File: src/rtl/mc_datapath.sv
module mc_datapath #(
  parameter int W    = 16,
  parameter int NREG = 8,
  parameter int SELW = 4
) (
  input  logic            clk,
  input  logic            rst_n,
  input  logic [SELW-1:0] bus_sel,
  input  logic [3:0]      alu_op,
  input  logic [2:0]      shf_op,
  input  logic [SELW-1:0] dst_sel,
  input  logic [W-1:0]    const_in,
  input  logic [W-1:0]    data_in,
  output logic [W-1:0]    result,
  output logic            carry,
  output logic            zero
);
  localparam int IW = $clog2(NREG);
  localparam logic [SELW-1:0] SEL_NREG = SELW'(NREG);
  localparam logic [SELW-1:0] SEL_IN   = SELW'(NREG);
  localparam logic [SELW-1:0] SEL_K    = SELW'(NREG + 1);

  logic [W-1:0] rf [NREG];
  logic [W-1:0] acc;
  logic [W-1:0] bus;
  logic [W:0]   alu;

  always_comb begin
    if (bus_sel < SEL_NREG)   bus = rf[bus_sel[IW-1:0]];
    else if (bus_sel == SEL_IN) bus = data_in;
    else if (bus_sel == SEL_K)  bus = const_in;
    else                        bus = '0;
  end

  always_comb begin
    case (alu_op)
      4'h0:    alu = {1'b0, acc};
      4'h1:    alu = {1'b0, bus};
      4'h2:    alu = {1'b0, acc} + {1'b0, bus};
      4'h3:    alu = {1'b0, acc} - {1'b0, bus};
      4'h4:    alu = {1'b0, bus} - {1'b0, acc};
      4'h5:    alu = {1'b0, acc & bus};
      4'h6:    alu = {1'b0, acc | bus};
      4'h7:    alu = {1'b0, ~bus};
      4'h8:    alu = {1'b0, bus} + (W+1)'(1);
      4'h9:    alu = {1'b0, acc} + (W+1)'(1);
      4'hB:    alu = (W+1)'(1);
      default: alu = '0;
    endcase
  end

  wire [W-1:0] x = alu[W-1:0];

  always_comb begin
    case (shf_op)
      3'b000, 3'b100: {carry, result} = {x[W-1], x[W-2:0], 1'b0};
      3'b001:         {carry, result} = {x[0], 1'b0, x[W-1:1]};
      3'b010:         {carry, result} = {x[W-1], x[W-2:0], x[W-1]};
      3'b011:         {carry, result} = {x[0], x[0], x[W-1:1]};
      3'b101:         {carry, result} = {x[0], x[W-1], x[W-1:1]};
      default:        {carry, result} = {alu[W], x};
    endcase
  end

  assign zero = (result == '0);

  always_ff @(posedge clk or negedge rst_n) begin
    if (!rst_n) begin
      for (int i = 0; i < NREG; i++) rf[i] <= '0;
      acc <= '0;
    end else if (dst_sel < SEL_NREG) begin
      rf[dst_sel[IW-1:0]] <= result;
    end else if (dst_sel == SEL_NREG) begin
      acc <= result;
    end
  end
endmodule

File: config.mk
export PLATFORM = sky130hd
export DESIGN_NAME = mc_datapath
export DESIGN_NICKNAME = d
export VERILOG_FILES = /design/src/rtl/mc_datapath.sv
export SDC_FILE = /design/constraint.sdc
export NUM_CORES = 1
export LEC_CHECK = 0
export BUFFER_PORTS_ARGS = -buffer_cell sky130_fd_sc_hd__buf_2
export CORE_UTILIZATION = 58
export DETAILED_ROUTE_END_ITERATION = 6
export GPL_ROUTABILITY_DRIVEN = 0
export PLACE_DENSITY = 0.81
export SLEW_MARGIN = 20
export SYNTH_ARGS = -nofsm -noshare
export SYNTH_HDL_FRONTEND = slang
export SYNTH_SLANG_ARGS = --single-unit
File: constraint.sdc
create_clock -name clk -period 8.24 [get_ports clk]
set_input_delay 0 -clock clk [delete_from_list [all_inputs] [get_ports clk]]
set_output_delay 0 -clock clk [all_outputs]
set_load 0.02 [all_outputs]
==> flow_summary_export.csv, run 1 <==
group,metric,value,unit
cts,clk_latency,0.42,ns
power,leakagePower,5.49,nW
critical_path,worst-setup-path-type,"input port to output pin",
routing,top_layer,"met4",
layout,nets,1448,
synth,synth_cell_types,111,
timing,period_needed,5.79,ns
critical_path,cp_num_buf_inv,5,
synth,synth_xor_area_share,3.97,%
routing,via_per_inst,6.54,
floorplanning,die_area,0.0206,mm2
critical_path,worstSetupEndpointType,"output pin",
layout,antenna_cells,0,
layout,layout-drive-gt1-share,17.2,%
global_route,grt_pass1_vias,10160,
cts,clockBufferDepth,2,
synth,async_flop_share,100,%
timing,worst_pin_slew,1.01,ns
cts,root_buffer,"clkbuf_16",
synth,muxShareOfSynthArea,10.1,%
layout,multi_input_area,0.00738,mm2
power,ir_worst_vdd,0.199,mV
routing,wl_met2,16100,um
synth,synthFlopType,"dfrtp_1",
cts,holdBufCountCts,1,
synth,synthCells,1330,
cts,clock_sinks,144,
cts,postCtsSetupBuffers,0,
timing,fin_skew,0.0106,ns
floorplanning,die_h,144,um
timing,rsz0062_at_grt,"no",
routing,wl_met1,13700,um
cts,cts_tree,"built",
layout,fillers,1584,
placed_design,pre_cts_ws,2.68,ns
synth,synthAdderAreaFrac,5.66,%
critical_path,worstPathRequired,8.24,ns
synth,yosysWarnings,0,
global_route,antenna_found_initial,0,
layout,syn2layout_area_growth,8.92,%
routing,detail_route.wl_per_cell,20.9,um
global_route,grt_pass1_wl,54200,um
floorplanning,start_util,59.5,%
synth,synth_area_leaders,"dfrtp_1 31%, a21oi_1 7.4%, nor2_1 6.4%",
global_route,grt_use_total,34.3,%
synth,yosysTopAreaCellShare,31.0,%
synth,synth_top_family_by_area,"compound AO/OA/AOI/OAI gates",
synth,synth_compound_area_share,25.2,%
run_status,status,"complete, no violations",
power,powerDensity,274,mW/mm2
routing,ant_nets,0,
placed_design,io_buffers,66,
timing,setup_tns,0,ns
synth,syn_nets,1431,
synth,synth_edf_count,0,
synth,ys_seq_area_share,31.0,%
floorplanning,num_rows,51,
layout,mostFrequentLayoutCell,"nor2_1",
timing,worst_hold_slack,0.0956,ns
synth,synth_area,0.0116,mm2
synth,ys_ff_latch,144,
global_route,grt-ovfl-total,0,
critical_path,path_cells,"buf_2 > buf_4 > mux4_2 > mux2i_1 > o21ai_0 > inv_1 > ha_1 > inv_1 > o21ai_0 > nand2b_1 > nor2_1 > a21oi_1 > o221ai_1 > a2111oi_0 > o211ai_1 > or3_1 > a22oi_1 > nand4_1 > nor3_2 > buf_2",
synth,synthSimpleGateAreaFrac,18.1,%
routing,drcViolationCount,0,
routing,routed_wl,33900,um
critical_path,crit_path_max_incr_delay,0.82,ns
timing,finalCritPeriodShare,70.3,%
timing,finalHoldViolations,0,
timing,drv_slew,0,
routing,vias,10624,
routing,drt_iter0_drc,1325,
timing,setup_viol,0,
cts,htreeDepth,4,
floorplanning,ioPinCount,67,
flow_run,drv_cap,0,
layout,final_cell_mix,"196 x nor2_1, 173 x a21oi_1, 144 x dfrtp_1",
cts,cts_buffers,17,
cts,path_clk_slew,0.06,ns
placed_design,dp_hpwl,24400,um
critical_path,crit_path_start_kind,"input port",
layout,seqCellArea,0.00360,mm2
floorplanning,die_w,144,um
timing,final.setup.worst_slack,2.45,ns
timing,slew_headroom,32.5,%
worst_hold_path,worst_hold_path_type,"input port to register",
routing,routed-wl-met3,2900,um
global_route,grt_max_degree,79,
cts,cts_resized,0,
synth,synth_largest_area_cell,"dfrtp_1",
routing,drt_first_pass_iters,6,
critical_path,critPathMaxFanout,50,
synth,avgSynthCellArea,8.74,um2
critical_path,cp_top_family,"compound AO/OA/AOI/OAI gates",
critical_path,cp.arrival,5.79,ns
floorplanning,core-area,0.0195,mm2
critical_path,cp_slowest_cell,"a22oi_1",
timing,max_freq,173,MHz
## area by class of cell
type	count	area share, %
clock buffer	23	3.77
clock inverter	8	1.02
inverter	64	1.96
multi-input combinational	1033	58.3
sequential	144	28.5
tap	265	2.62
timing repair buffer	87	3.92
## tightest hold or removal path: stages
cell	delay, ns
buf_2	0.16
nor3_2	0.15
nor2_1	0.11
a21oi_1	0.04
## power breakdown
group          leakage (nW)  switching, W  internal, W
clock                 0.294      0.000285     0.000500
combinational          3.54      0.000967     0.000632
sequential             1.66      0.000175     0.000910
## path summary, 6_finish.rpt
check	slack, ns	from	end	cells past startpoint
max reg2reg	3.19	rf[12]	rf[13]	16
min reg2reg	0.48	rf[5]	rf[5]	2
min in group asynchronous	0.19	rst_n	rf[79]	2
max in group asynchronous	6.73	rst_n	rf[7]	3
max	2.45	bus_sel[0]	zero	20
min	0.1	dst_sel[2]	rf[104]	4
## metrics by stage
stage	util [%]	cells	total power (W)	area (um2)
2_1_floorplan	-	1330	0.00225	11600
3_3_place_gp	61.7	1592	0.00258	12000
3_5_place_dp	61.7	1592	0.00263	12000
4_1_cts	64.8	1624	0.00343	12700
5_1_grt	64.9	1624	0.00367	12700
6_report	64.9	1624	0.00347	12700
## per-layer routing
metal	vias to the layer above	GRT usage (%)
li1	4859	-
met1	5079	44.6
met2	581	55.8
met3	105	6.10
met4	0	15.5
met5	-	0
## synthesized netlist by cell type, types with 7 or more instances
| library cell | count |
|---|---|
| a31oi_1 | 13 |
| dfrtp_1 | 144 |
| buf_6 | 9 |
| o21ai_0 | 45 |
| a211oi_1 | 16 |
| a211o_1 | 8 |
| and3_1 | 9 |
| a21o_1 | 15 |
| buf_2 | 7 |
| a221oi_1 | 8 |
| clkbuf_1 | 65 |
| mux4_2 | 8 |
| nor2_1 | 198 |
| o31ai_1 | 7 |
| xor2_1 | 10 |
| nor2b_1 | 9 |
| ha_1 | 51 |
| mux2i_1 | 59 |
| nor3_1 | 25 |
| nand2b_1 | 16 |
| xnor2_1 | 29 |
| mux2_2 | 30 |
| and2_1 | 10 |
| o22ai_1 | 7 |
| nand3_1 | 22 |
| a21oi_1 | 173 |
| or3_1 | 11 |
| inv_1 | 57 |
| o211ai_1 | 13 |
| nor4_1 | 7 |
| nand2_1 | 60 |
| a22oi_1 | 17 |
## sequential cells by signal (all words and copies together) (netlist names)
name and cells:
acc 16, rf 128
## cells by family (layout without fill, tap and decap cells)
kind of cell,Yosys count,after routing
flip-flops,144,144
adder cells (fa/ha/maj),52,52
multiplexers,102,102
AND/OR/NAND/NOR,421,421
buffers and inverters,153,182
XOR/XNOR,45,45
AO/OA/AOI/OAI,413,413
No activity file was read; power rests on OpenSTA's default activity.
==> inputs of run 2 (changes only) <==
Clock period 8.24 ns to 5.4 ns, I/O delays scaled along.
==> run 2 against run 1 <==
Effect of this change:
- first-iteration DRC count shrank 1.7%
- sequential share of layout area shrank 0.34 points
- design area grew 1.2%
- power grew 55%
- sequential power grew 52%
- critical path depth shrank 4
- global-route usage grew 0.26 points
- non-clock buffer count grew 19
- clock power grew 55%
- clock skew grew 0.00057 ns
- worst hold slack gained 0.0085 ns
- critical path type is now register to output pin
- highest routed layer unchanged
==> flow_summary_export.csv, run 2 (same netlist as run 1, synthesis figures left out) <==
group,metric,value,unit
run_status,status,"complete, no violations",
cts,clockBufferDepth,2,
critical_path,cp_slowest_cell,"a2111o_1",
global_route,antenna_found_initial,0,
cts,clk_latency,0.42,ns
routing,vias,10752,
critical_path,cp_num_buf_inv,2,
global_route,grt_pass1_wl,54400,um
power,total_power,0.00537,W
timing,finalHoldViolations,0,
routing,drcViolationCount,0,
cts,clock_sinks,144,
routing,ant_nets,0,
routing,drt_iter0_drc,1303,
floorplanning,start_util,59.5,%
critical_path,path_cells,"inv_1 > ha_1 > a21oi_1 > ha_1 > a21o_1 > a31oi_1 > a2bb2oi_2 > a311oi_2 > o41ai_1 > nand2_1 > xnor2_1 > a2111o_1 > a211o_1 > a221o_1 > nor3_2 > buf_2",
layout,mostFrequentLayoutCell,"nor2_1",
layout,largest-register,"rf",
power,leakagePower,5.58,nW
layout,largest_register_ffs,128,
timing,slew_headroom,36.7,%
critical_path,crit_top_cell,"ha_1",
placed_design,dp_hpwl,24700,um
global_route,grt_max_degree,92,
placed_design,io_buffers,66,
timing,setup_viol,0,
floorplanning,die_w,144,um
flow_run,drv_cap,0,
cts,cts_tree,"built",
timing,setup_tns,0,ns
layout,seqCellArea,0.00360,mm2
layout,post-route-util,65.6,%
timing,max_freq,196,MHz
critical_path,cp.arrival,5.11,ns
global_route,grt_pass1_vias,10202,
critical_path,worstPathRequired,5.40,ns
timing,period_needed,5.11,ns
routing,via_per_inst,6.54,
timing,rsz0062_at_grt,"no",
floorplanning,core-area,0.0195,mm2
critical_path,crit_path_max_incr_delay,0.56,ns
layout,reg.largest.list,"rf: 128 flops, acc: 16 flops",
critical_path,critPathMaxFanout,10,
floorplanning,ioPinCount,67,
power,powerDensity,419,mW/mm2
routing,detail_route.wl_per_cell,20.8,um
layout,syn2layout_area_growth,10.2,%
global_route,grt_use_total,34.6,%
floorplanning,die_h,144,um
power,ir_worst_vdd,0.315,mV
global_route,grt-ovfl-total,0,
layout,multi_input_area,0.00737,mm2
cts,htreeDepth,4,
timing,finalCritPeriodShare,94.6,%
worst_hold_path,worst_hold_path_type,"input port to register",
critical_path,worst-setup-path-type,"register to output pin",
timing,worst_pin_slew,0.942,ns
timing,drv_slew,0,
layout,layout-drive-gt1-share,18.5,%
floorplanning,num_rows,51,
timing,fin_skew,0.0112,ns
layout,antenna_cells,0,
routing,drt_first_pass_iters,5,
layout,nets,1467,
critical_path,crit_path_start_kind,"register",
routing,routed_wl,34200,um
critical_path,cp_top_family,"compound AO/OA/AOI/OAI gates",
layout,final_cell_mix,"196 x nor2_1, 172 x a21oi_1, 144 x dfrtp_1",
layout,fillers,1597,
critical_path,worstSetupEndpointType,"output pin",
cts,cts_buffers,17,
floorplanning,die_area,0.0206,mm2
cts,root_buffer,"clkbuf_16",
cts,path_clk_slew,0.06,ns
## run 2: changes by cell type in the layout (fill, tap and decap cells not counted), sizes merged
cell,delta
buf,+18
clkbuf,+2
clkinv,-2
clkinvlp,+2
## run 2: area by class of cell
cell class / count / area share, %
timing repair buffer: 106 / 5.01
clock buffer: 24 / 3.84
multi-input combinational: 1033 / 57.5
inverter: 64 / 1.93
clock inverter: 8 / 0.986
sequential: 144 / 28.1
tap: 265 / 2.59
## run 2: path summary, 6_finish.rpt
kind / from / to / slack (ns) / cells past startpoint
max: acc[0] / zero / 0.29 / 16
min: dst_sel[3] / rf[50] / 0.10 / 4
max reg2reg: acc[4] / rf[123] / 0.85 / 16
min reg2reg: rf[15] / rf[15] / 0.48 / 2
max in group asynchronous: rst_n / rf[34] / 3.96 / 3
min in group asynchronous: rst_n / rf[95] / 0.22 / 2
## run 2: metal layers
metal,routed length [um],GRT usage [%]
met3,3020,5.00
met2,16100,56.1
met5,0,0
met4,1460,15.2
met1,13600,45.9
## run 2: report_power, final
part	internal [W]	total, W	switching (W)
sequential	0.00139	0.00164	0.000255
clock	0.000777	0.00122	0.000439
combinational	0.000997	0.00251	0.00151
total	0.00316	0.00537	0.00220
## run 2: worst reg2reg max path, delay by kind of cell, from the launching register on
family / cells / cell delay (ns)
XOR/XNOR: 1 / 0.17
AND/OR/NAND/NOR: 8 / 1.59
AO/OA/AOI/OAI: 6 / 1.70
flip-flops: 1 / 0.55
adder cells (fa/ha/maj): 1 / 0.42
## run 2: metrics by stage
step / std cells / setup slack, ns / instance area (um2) / hold slack [ns]
finish: 1644 / 0.289 / 12800 / 0.104
global route: 1644 / 0.00211 / 12800 / 0.117
floorplan: 1330 / 1.42 / 11600 / -0.296
detailed placement: 1610 / 0.417 / 12200 / 0.124
global placement: 1610 / 0.537 / 12200 / 0.125
CTS: 1643 / 0.248 / 12800 / 0.0782
## run 2: what timing repair did
item / 4_1_cts / 5_1_grt
setup endpoints to repair: 0 / 1
hold endpoints to repair: 90 / 0
resized for setup: 0 / 2
hold buffers: 1 / 0
setup buffers: 0 / 1
==> inputs of run 3 (changes only) <==
Settings changed: PLACE_DENSITY 0.81 to 0.78.
Clock period 5.4 ns to 5.8 ns, I/O delays scaled along.
==> run 3 against run 2 <==
Effect of this change:
- register-to-register slack gained 0.33 ns
- power shrank 7.4%
- via count shrank 0.28%
- largest cell class unchanged
==> flow_summary_export.csv, run 3 (same netlist as run 1, synthesis figures left out) <==
group,metric,value,unit
floorplanning,start_util,59.5,%
routing,routed_wl,34600,um
timing,drv_slew,0,
timing,rsz0062_at_grt,"no",
layout,largest-register,"rf",
flow_run,drv_cap,0,
critical_path,crit_path_start_kind,"input port",
layout,final_cell_mix,"196 x nor2_1, 173 x a21oi_1, 144 x dfrtp_1",
critical_path,path_cells,"buf_2 > buf_4 > nor2_4 > a221oi_2 > a21oi_2 > inv_1 > ha_1 > inv_1 > ha_1 > or2_2 > o31ai_1 > a31oi_1 > a221oi_4 > or3_1 > nand3_1 > xnor2_1 > a221oi_1 > o221a_2 > and4_1 > nand4_1 > nor3_2 > buf_2",
cts,cts_buffers,17,
placed_design,io_buffers,66,
timing,worst_pin_slew,0.894,ns
critical_path,worst-setup-path-type,"input port to output pin",
global_route,grt_pass1_wl,54700,um
global_route,grt_max_degree,78,
floorplanning,ioPinCount,67,
routing,ant_nets,0,
power,leakagePower,5.54,nW
global_route,antenna_found_initial,0,
routing,drcViolationCount,0,
critical_path,cp.arrival,5.31,ns
floorplanning,core-area,0.0195,mm2
cts,root_buffer,"clkbuf_16",
critical_path,critPathMaxFanout,34,
timing,setup_viol,0,
power,powerDensity,390,mW/mm2
layout,syn2layout_area_growth,9.65,%
global_route,grt_use_total,34.8,%
floorplanning,num_rows,51,
power,total_power,0.00497,W
routing,vias,10722,
timing,period_needed,5.31,ns
routing,drt_first_pass_iters,6,
global_route,grt-ovfl-total,0,
routing,via_per_inst,6.55,
cts,path_clk_slew,0.06,ns
timing,finalCritPeriodShare,91.6,%
layout,reg.largest.list,"rf: 128 flops, acc: 16 flops",
floorplanning,die_w,144,um
layout,nets,1459,
critical_path,cp_slowest_cell,"buf_2",
placed_design,dp_hpwl,24800,um
timing,slew_headroom,40.4,%
global_route,grt_pass1_vias,10426,
floorplanning,die_h,144,um
critical_path,worstPathRequired,5.80,ns
cts,cts_tree,"built",
timing,max_freq,188,MHz
cts,clockBufferDepth,2,
critical_path,worstSetupEndpointType,"output pin",
cts,cts_resized,0,
timing,finalHoldViolations,0,
floorplanning,die_area,0.0206,mm2
cts,clock_sinks,144,
timing,fin_skew,0.00898,ns
worst_hold_path,worst_hold_path_type,"input port to register",
cts,clk_latency,0.42,ns
cts,htreeDepth,4,
routing,drt_iter0_drc,1051,
layout,layout-drive-gt1-share,18.2,%
run_status,status,"complete, no violations",
layout,fillers,1638,
power,ir_worst_vdd,0.261,mV
layout,largest_register_ffs,128,
layout,antenna_cells,0,
timing,setup_tns,0,ns
critical_path,crit_path_max_incr_delay,0.65,ns
layout,mostFrequentLayoutCell,"nor2_1",
routing,detail_route.wl_per_cell,21.2,um
-- run 3: changes by cell type in the layout (fill, tap and decap cells not counted), moves of 2 or more --
cell / before / now
buf_4: 39 / 31
clkbuf_8: 4 / 0
clkbuf_1: 3 / 1
inv_6: 1 / 3
clkinv_4: 1 / 4
-- run 3: what timing repair did --
item                      CTS  global route
hold buffers                1             0
hold endpoints to repair   76             0
buffers inserted            0             0
-- run 3: layout make-up --
| cell class | instances | area (um2) | share of cell area [%] |
|---|---|---|---|
| timing repair buffer | 98 | 579 | 4.54 |
| clock buffer | 18 | 429 | 3.37 |
| tap | 265 | 332 | 2.60 |
| inverter | 64 | 248 | 1.94 |
| clock inverter | 14 | 181 | 1.42 |
| multi-input combinational | 1033 | 7380 | 57.9 |
| sequential | 144 | 3600 | 28.3 |
-- run 3: worst paths after layout --
check	start	to	slack (ns)	cells past startpoint
worst max-delay path	bus_sel[1]	zero	0.49	22
worst min register to register	rf[2]	rf[2]	0.48	2
max in group asynchronous	rst_n	rf[112]	4.26	3
worst max register to register	rf[2]	rf[10]	1.18	16
min in group asynchronous	rst_n	rf[90]	0.18	2
worst min-delay path	dst_sel[2]	rf[44]	0.13	5
-- run 3: power by group --
group	switching [W]	internal (W)	leakage [nW]
Sequential	0.000245	0.00129	1.66
Clock	0.000439	0.000684	0.289
Combinational	0.00140	0.000912	3.59
-- run 3: metrics by stage --
| step | utilization [%] | std cells | hold slack, ns | setup WS [ns] | instance area (um2) |
|---|---|---|---|---|---|
| floorplan | - | 1330 | -0.296 | 1.82 | 11600 |
| global placement | 62.1 | 1603 | 0.0659 | 0.752 | 12100 |
| detailed placement | 62.1 | 1603 | 0.0701 | 0.622 | 12100 |
| CTS | 65.3 | 1636 | 0.130 | 0.580 | 12700 |
| global route | 65.3 | 1636 | 0.172 | 0.235 | 12700 |
| finish | 65.3 | 1636 | 0.132 | 0.488 | 12700 |
-- run 3: critical path, delay by kind of cell --
kind	cells	cell delay [ns]
compound gates	7	2.15
xor+xnor	1	0.17
fa+ha+maj	2	0.36
buf+inv	5	1.34
simple gates	7	1.28
-- run 3: routing by layer --
layer | track usage, % | part of all wire, %
met1 | 44.0 | 40
met2 | 57.6 | 48
met3 | 5.50 | 7.4
met4 | 17.7 | 4.5
met5 | 0 | 0
